**src/rtl/pkt_defs_pkg.sv**
```systemverilog
package pkt_defs_pkg;

  localparam int BYTE_W      = 8;
  localparam int NUM_SPECIAL = 6;
  localparam logic [BYTE_W-1:0] ESC_XOR = 8'h20;

  typedef enum logic [2:0] {
    CLS_SOP    = 3'd0,
    CLS_EOP    = 3'd1,
    CLS_CHAN   = 3'd2,
    CLS_PESC   = 3'd3,
    CLS_IDLE   = 3'd4,
    CLS_PHYESC = 3'd5,
    CLS_DATA   = 3'd6
  } byte_cls_e;

  // marker value for each special class, indexed by class number
  function automatic logic [BYTE_W-1:0] code_of(input int idx);
    case (idx)
      0:       return 8'h7A;
      1:       return 8'h7B;
      2:       return 8'h7C;
      3:       return 8'h7D;
      4:       return 8'h4A;
      default: return 8'h4D;
    endcase
  endfunction

endpackage

```
**src/rtl/dfr_classify.sv**
```systemverilog
module dfr_classify
  import pkt_defs_pkg::*;
(
  input  logic [BYTE_W-1:0] byte_i,
  output byte_cls_e         cls_o
);

  logic [NUM_SPECIAL-1:0] hit;

  for (genvar gi = 0; gi < NUM_SPECIAL; gi++) begin : g_match
    assign hit[gi] = (byte_i == code_of(gi));
  end

  always_comb begin
    cls_o = CLS_DATA;
    for (int k = NUM_SPECIAL - 1; k >= 0; k--) begin
      if (hit[k]) cls_o = byte_cls_e'(k[2:0]);
    end
  end

endmodule

```
**src/rtl/dfr_parser.sv**
```systemverilog
module dfr_parser
  import pkt_defs_pkg::*;
#(
  parameter int CHAN_W = 8
) (
  input  logic              clk,
  input  logic              rst,
  input  logic              acc_i,
  input  logic [BYTE_W-1:0] byte_i,
  input  byte_cls_e         cls_i,
  output logic              emit_o,
  output logic [BYTE_W-1:0] emit_data_o,
  output logic              emit_sop_o,
  output logic              emit_eop_o,
  output logic [CHAN_W-1:0] emit_chan_o,
  output logic              err_o
);

  logic              hunt_q, hunt_d;
  logic              esc_q, esc_d;
  logic              eop_q, eop_d;
  logic              chp_q, chp_d;
  logic              first_q, first_d;
  logic [CHAN_W-1:0] chan_q, chan_d;
  logic              err_q, err_det;
  logic              emit;
  logic              restart;

  always_comb begin
    hunt_d  = hunt_q;
    esc_d   = esc_q;
    eop_d   = eop_q;
    chp_d   = chp_q;
    first_d = first_q;
    chan_d  = chan_q;
    emit    = 1'b0;
    err_det = 1'b0;
    restart = 1'b0;
    if (acc_i) begin
      if (hunt_q) begin
        restart = (cls_i == CLS_SOP);
      end else if (cls_i == CLS_IDLE) begin
        // fill byte: no state change
      end else if (chp_q) begin
        chan_d = CHAN_W'(byte_i);
        chp_d  = 1'b0;
      end else begin
        case (cls_i)
          CLS_SOP: restart = 1'b1;
          CLS_EOP: begin
            if (esc_q || eop_q) err_det = 1'b1;
            else                eop_d   = 1'b1;
          end
          CLS_CHAN: begin
            if (esc_q || eop_q) err_det = 1'b1;
            else                chp_d   = 1'b1;
          end
          CLS_PESC, CLS_PHYESC: begin
            if (esc_q) err_det = 1'b1;
            else       esc_d   = 1'b1;
          end
          default: begin
            emit    = 1'b1;
            esc_d   = 1'b0;
            first_d = 1'b0;
            if (eop_q) begin
              eop_d  = 1'b0;
              hunt_d = 1'b1;
            end
          end
        endcase
      end
      if (restart) begin
        hunt_d  = 1'b0;
        esc_d   = 1'b0;
        eop_d   = 1'b0;
        chp_d   = 1'b0;
        first_d = 1'b1;
        chan_d  = '0;
      end
      if (err_det) begin
        hunt_d = 1'b1;
        esc_d  = 1'b0;
        eop_d  = 1'b0;
        chp_d  = 1'b0;
      end
    end
  end

  always_ff @(posedge clk) begin
    if (rst) begin
      hunt_q  <= 1'b1;
      esc_q   <= 1'b0;
      eop_q   <= 1'b0;
      chp_q   <= 1'b0;
      first_q <= 1'b0;
      chan_q  <= '0;
      err_q   <= 1'b0;
    end else begin
      hunt_q  <= hunt_d;
      esc_q   <= esc_d;
      eop_q   <= eop_d;
      chp_q   <= chp_d;
      first_q <= first_d;
      chan_q  <= chan_d;
      err_q   <= err_det;
    end
  end

  assign emit_o      = emit;
  assign emit_data_o = esc_q ? (byte_i ^ ESC_XOR) : byte_i;
  assign emit_sop_o  = first_q;
  assign emit_eop_o  = eop_q;
  assign emit_chan_o = chan_q;
  assign err_o       = err_q;

  AST_ERR_ONE_CYCLE: assert property (@(posedge clk) disable iff (rst)
    err_q |=> !err_q);
  AST_HUNT_AFTER_ERR: assert property (@(posedge clk) disable iff (rst)
    err_q |-> hunt_q);
  AST_ESC_CONSUMED: assert property (@(posedge clk) disable iff (rst)
    emit |=> !esc_q);
  AST_END_CLOSES: assert property (@(posedge clk) disable iff (rst)
    (emit && eop_q) |=> (hunt_q && !first_q));

endmodule

```
**src/rtl/dfr_outreg.sv**
```systemverilog
module dfr_outreg
  import pkt_defs_pkg::*;
#(
  parameter int CHAN_W = 8
) (
  input  logic              clk,
  input  logic              rst,
  input  logic              load_i,
  input  logic [BYTE_W-1:0] data_i,
  input  logic              sop_i,
  input  logic              eop_i,
  input  logic [CHAN_W-1:0] chan_i,
  output logic              valid_o,
  input  logic              ready_i,
  output logic [BYTE_W-1:0] data_o,
  output logic              sop_o,
  output logic              eop_o,
  output logic [CHAN_W-1:0] chan_o
);

  localparam int PAY_W = BYTE_W + CHAN_W + 2;

  logic             valid_q;
  logic [PAY_W-1:0] pay_q;

  always_ff @(posedge clk) begin
    if (rst) begin
      valid_q <= 1'b0;
      pay_q   <= '0;
    end else if (load_i) begin
      valid_q <= 1'b1;
      pay_q   <= {sop_i, eop_i, chan_i, data_i};
    end else if (ready_i) begin
      valid_q <= 1'b0;
    end
  end

  assign valid_o = valid_q;
  assign data_o  = pay_q[BYTE_W-1:0];
  assign chan_o  = pay_q[BYTE_W +: CHAN_W];
  assign eop_o   = pay_q[PAY_W-2];
  assign sop_o   = pay_q[PAY_W-1];

  AST_NO_OVERWRITE: assert property (@(posedge clk) disable iff (rst)
    load_i |-> !valid_q);
  AST_HOLD_STALL: assert property (@(posedge clk) disable iff (rst)
    (valid_q && !ready_i) |=> (valid_q && $stable(pay_q)));

endmodule

```
**src/rtl/escstream_deframer.sv**
```systemverilog
module escstream_deframer
  import pkt_defs_pkg::*;
#(
  parameter int CHAN_W = 8
) (
  input  logic              clk,
  input  logic              rst,
  input  logic              in_valid,
  input  logic [7:0]        in_byte,
  output logic              in_ready,
  output logic              out_valid,
  input  logic              out_ready,
  output logic [7:0]        out_data,
  output logic              out_sop,
  output logic              out_eop,
  output logic [CHAN_W-1:0] out_chan,
  output logic              err
);

  byte_cls_e         cls;
  logic              acc;
  logic              emit;
  logic [BYTE_W-1:0] emit_data;
  logic              emit_sop, emit_eop;
  logic [CHAN_W-1:0] emit_chan;

  assign in_ready = !out_valid;
  assign acc      = in_valid && in_ready;

  dfr_classify u_cls (
    .byte_i (in_byte),
    .cls_o  (cls)
  );

  dfr_parser #(.CHAN_W(CHAN_W)) u_parse (
    .clk         (clk),
    .rst         (rst),
    .acc_i       (acc),
    .byte_i      (in_byte),
    .cls_i       (cls),
    .emit_o      (emit),
    .emit_data_o (emit_data),
    .emit_sop_o  (emit_sop),
    .emit_eop_o  (emit_eop),
    .emit_chan_o (emit_chan),
    .err_o       (err)
  );

  dfr_outreg #(.CHAN_W(CHAN_W)) u_out (
    .clk     (clk),
    .rst     (rst),
    .load_i  (emit),
    .data_i  (emit_data),
    .sop_i   (emit_sop),
    .eop_i   (emit_eop),
    .chan_i  (emit_chan),
    .valid_o (out_valid),
    .ready_i (out_ready),
    .data_o  (out_data),
    .sop_o   (out_sop),
    .eop_o   (out_eop),
    .chan_o  (out_chan)
  );

  AST_IDLE_RESET_STATE: assert property (@(posedge clk)
    $past(rst) |-> (!out_valid && !err));

endmodule

```
**config.mk**
```make
export PLATFORM = sky130hd
export DESIGN_NAME = escstream_deframer
export DESIGN_NICKNAME = d
export VERILOG_FILES = /design/src/rtl/pkt_defs_pkg.sv /design/src/rtl/dfr_classify.sv /design/src/rtl/dfr_parser.sv /design/src/rtl/dfr_outreg.sv /design/src/rtl/escstream_deframer.sv
export SDC_FILE = /design/constraint.sdc
export NUM_CORES = 1
export LEC_CHECK = 0
export ABC_AREA = 1
export BUFFER_PORTS_ARGS = -buffer_cell sky130_fd_sc_hd__buf_2
export CAP_MARGIN = 40
export CORE_AREA = 2 2 64 81
export CTS_CLUSTER_SIZE = 40
export DETAILED_ROUTE_END_ITERATION = 8
export DIE_AREA = 0 0 66 83
export GPL_ROUTABILITY_DRIVEN = 0
export PLACE_DENSITY = 0.63
export RECOVER_POWER = 25
export SKIP_CTS_REPAIR_TIMING = 1
export SLEW_MARGIN = 20
export SYNTH_ARGS = -nofsm -noshare
export SYNTH_HDL_FRONTEND = slang
export SYNTH_SLANG_ARGS = --single-unit
export TNS_END_PERCENT = 100
```
**constraint.sdc**
```tcl
create_clock -name clk -period 2.6 [get_ports clk]
set_input_delay 0 -clock clk [delete_from_list [all_inputs] [get_ports clk]]
set_output_delay 0 -clock clk [all_outputs]
set_load 0.01 [all_outputs]
```
==> summary.md <==
| Metric | Value |
|---|---|
| Setup repair after global routing missed its margin | `false` |
| Worst-path maximum fanout | `21` |
| Highest attainable clock frequency | `551 MHz` |
| Standby leakage power | `0.000804 uW` |
| P per Cell Area | `640 nW/um^2` |
| Global route overflow | `0` |
| Share of the cycle needed by the critical path after routing | `69.8%` |
| Vias in the first global route | `1228` |
| Synthesized instance count | `211` |
| Iteration-0 DRC count of the detailed router | `86` |
| Final routed wirelength across all metal layers | `3310 um` |
| Count of H-tree levels built during CTS | `2` |
| CP required | `2780 ps` |
| Initial standard-cell utilization of the core | `33.7%` |
| Area of the multi-input gates | `734 sq um` |
| Pin count of the biggest net entering global routing | `23` |
| Non-filler cells, final | `308` |
| Via total after detailed routing | `1422` |
| Fin nets | `259` |
| Type of the tightest min-delay check | `in2reg` |
| Slew at the pin closest to its max-slew limit | `742 ps` |
| Distinct cell type count of the synthesized netlist | `27` |
| Total area of sequential cells | `661 sq um` |
| Number of flip-flops and latches in the synthesized netlist | `33` |
| Final worst clock skew | `6.63 ps` |
| Remaining antenna violation count | `0` |
| Sink count of the clock tree | `33` |
| Clock buffer count from CTS | `5` |
| Port bufs | `32` |
| Area of the core | `4690 sq um` |
| Leading cell types by total area after synthesis | `sky130_fd_sc_hd__dfxtp_1 42%, sky130_fd_sc_hd__inv_1 8.3%, sky130_fd_sc_hd__nand2_1 8.3%` |
| Share of the synthesized area in the top cell type | `41.8%` |
| Total Routing Usage GR | `13.5%` |
| Critical path endpoint category | `flop` |
| Vias per Instance | `4.62` |
| Clk Latency, worst-skew pair | `290 ps` |
| Total Negative Setup Slacks | `0 ps` |
| Site row count | `28` |
| Hold violation total from the final report | `0` |
| Longest Clk Path Bufs | `2` |
| Vert. Die Dim | `83 um` |
| Slew Limit Fails | `0` |
| Clock transition time at the flip-flop clock pins of the worst setup and hold paths | `70 ps` |
| Wire length of the first global-routing pass | `5590 um` |
| Area delta synth->final | `21.4%` |
| First-pass DRT Iterations | `4` |
| Combined area of all synthesized cells | `1580 sq um` |
| Initial antenna violation count | `0` |
| Placed cell count | `298` |
| Post-DP HPWL | `2570 um` |
| Dominant cell type by area after synthesis | `sky130_fd_sc_hd__dfxtp_1` |
| Proportion of layout cells with a drive suffix above 1 | `23.0%` |
| Number of enable-type register cells in the synthesized netlist | `0` |
| Main flop type after synthesis | `sky130_fd_sc_hd__dfxtp_1` |
| CTS tree | `done` |
| Count of unresolved DRC violations after routing | `0` |
| Count of maximum capacitance violations | `0` |
| Final critical delay including setup and external delays | `1820 ps` |
| Peak ir drop on the vdd network | `0.000249 V` |
| Outcome | `finished, final reports clean` |
| Die X-Extent | `66 um` |
| Number of inserted diodes | `0` |
| Syn Nets | `223` |
| Commonest cells post-synth | `35 x sky130_fd_sc_hd__inv_1, 35 x sky130_fd_sc_hd__nand2_1, 33 x sky130_fd_sc_hd__dfxtp_1` |
| Crit start category | `input port` |
| Relative slew margins | `50.5%` |
| Wirelength per Cell | `10.7 um` |
| Number of failing setup endpoints in the final timing report | `0` |
| Number of filler instances in the final layout | `510` |
| IO Pins | `33` |
| Buffer type at the clock tree root | `sky130_fd_sc_hd__clkbuf_8` |
| Part of the Yosys area used for sequential elements | `41.8%` |
| Start-to-end type of the worst setup path | `in2reg` |
| Data arrival time of the critical path | `1990 ps` |
| Area of the die | `5480 sq um` |
| Average cell area after synthesis | `7.49 sq um` |
| Synth async-reset ratio | `0%` |
| Synth Warn # | `0` |
## critical path, cell delays in order
cell	delay (ps)
sky130_fd_sc_hd__dlygate4sd3_1	520
sky130_fd_sc_hd__buf_2	110
sky130_fd_sc_hd__inv_1	40
sky130_fd_sc_hd__nand2_1	110
sky130_fd_sc_hd__nor2_1	90
sky130_fd_sc_hd__nand2_1	120
sky130_fd_sc_hd__nand3_2	120
sky130_fd_sc_hd__nor3_4	180
sky130_fd_sc_hd__nand4_4	210
sky130_fd_sc_hd__buf_4	290
sky130_fd_sc_hd__o21ai_2	150
sky130_fd_sc_hd__a21oi_2	40
## metrics by stage
stage	area [sq um]	worst slack (ps)	power (uW)	hold WS, ps	utilization, %
floorplan	1580	1200	629	158	-
CTS	1910	1070	1250	-31.9	40.8
global route	1920	618	1290	22.1	40.9
detailed placement	1780	988	670	276	37.9
finish	1920	785	1230	11.2	40.9
global placement	1780	1030	668	287	37.9
## flip-flops by register name, summed over array words and instances, names as in the netlist
name and count:
u_parse.err_o 1, u_out.valid_o 1, u_parse.esc_q 1, u_parse.emit_sop_o 1, u_parse.emit_chan_o 8, u_parse.emit_eop_o 1
u_parse.hunt_q 1, u_out.pay_q 18, u_parse.chp_q 1
## layout make-up
type	instances	area share (%)
sequential	33	34.4
inverter	36	7.05
timing repair buffer	36	9.33
multi-input combinational	135	38.3
clock inverter	3	3.39
clock buffer	5	3.59
tap	60	3.91
## kinds of logic after synthesis
kind of cell / after synthesis / synth area share [%]
flops: 33 / 41.8
compound gates: 54 / 21.1
simple gates: 80 / 24.8
buf+inv: 43 / 11.7
xor+xnor: 1 / 0.554
## layout by cell type (no fill, tap or decap), drive strengths merged
master        n
xor2          1
a21oi        30
inv          36
dfxtp        33
bufinv        2
nor2         16
buf          21
nand4         2
o21ai        21
nor3          2
dlygate4sd3   2
a211oi        3
clkbuf       18
or2           1
nand2        41
nand3        17
clkinv        1
nand3b        1
## path summary, 6_finish.rpt
| path | startpoint | end | slack, ps | cells past startpoint |
|---|---|---|---|---|
| setup / recovery | in_byte[7] | u_out.pay_q[13] | 780 | 12 |
| hold / removal | in_byte[6] | u_out.pay_q[6] | 10 | 3 |
| setup reg to reg | u_out.valid_o | u_out.pay_q[13] | 1110 | 7 |
| hold reg to reg | u_out.pay_q[8] | u_out.pay_q[8] | 440 | 2 |
## where the power goes
| group | total (uW) | switching [uW] | internal, uW |
|---|---|---|---|
| sequential | 536 | 11.0 | 525 |
| combinational | 120 | 76.0 | 44.4 |
| clock | 572 | 191 | 381 |
## metal layers
layer	wire [um]	up-vias	global-route usage, %
met4	74	0	6.68
li1	-	751	-
met5	0	-	0
met3	141	6	4.20
met2	1760	19	23.1
met1	1330	646	14.5
Power figures use the tool's default switching activity.
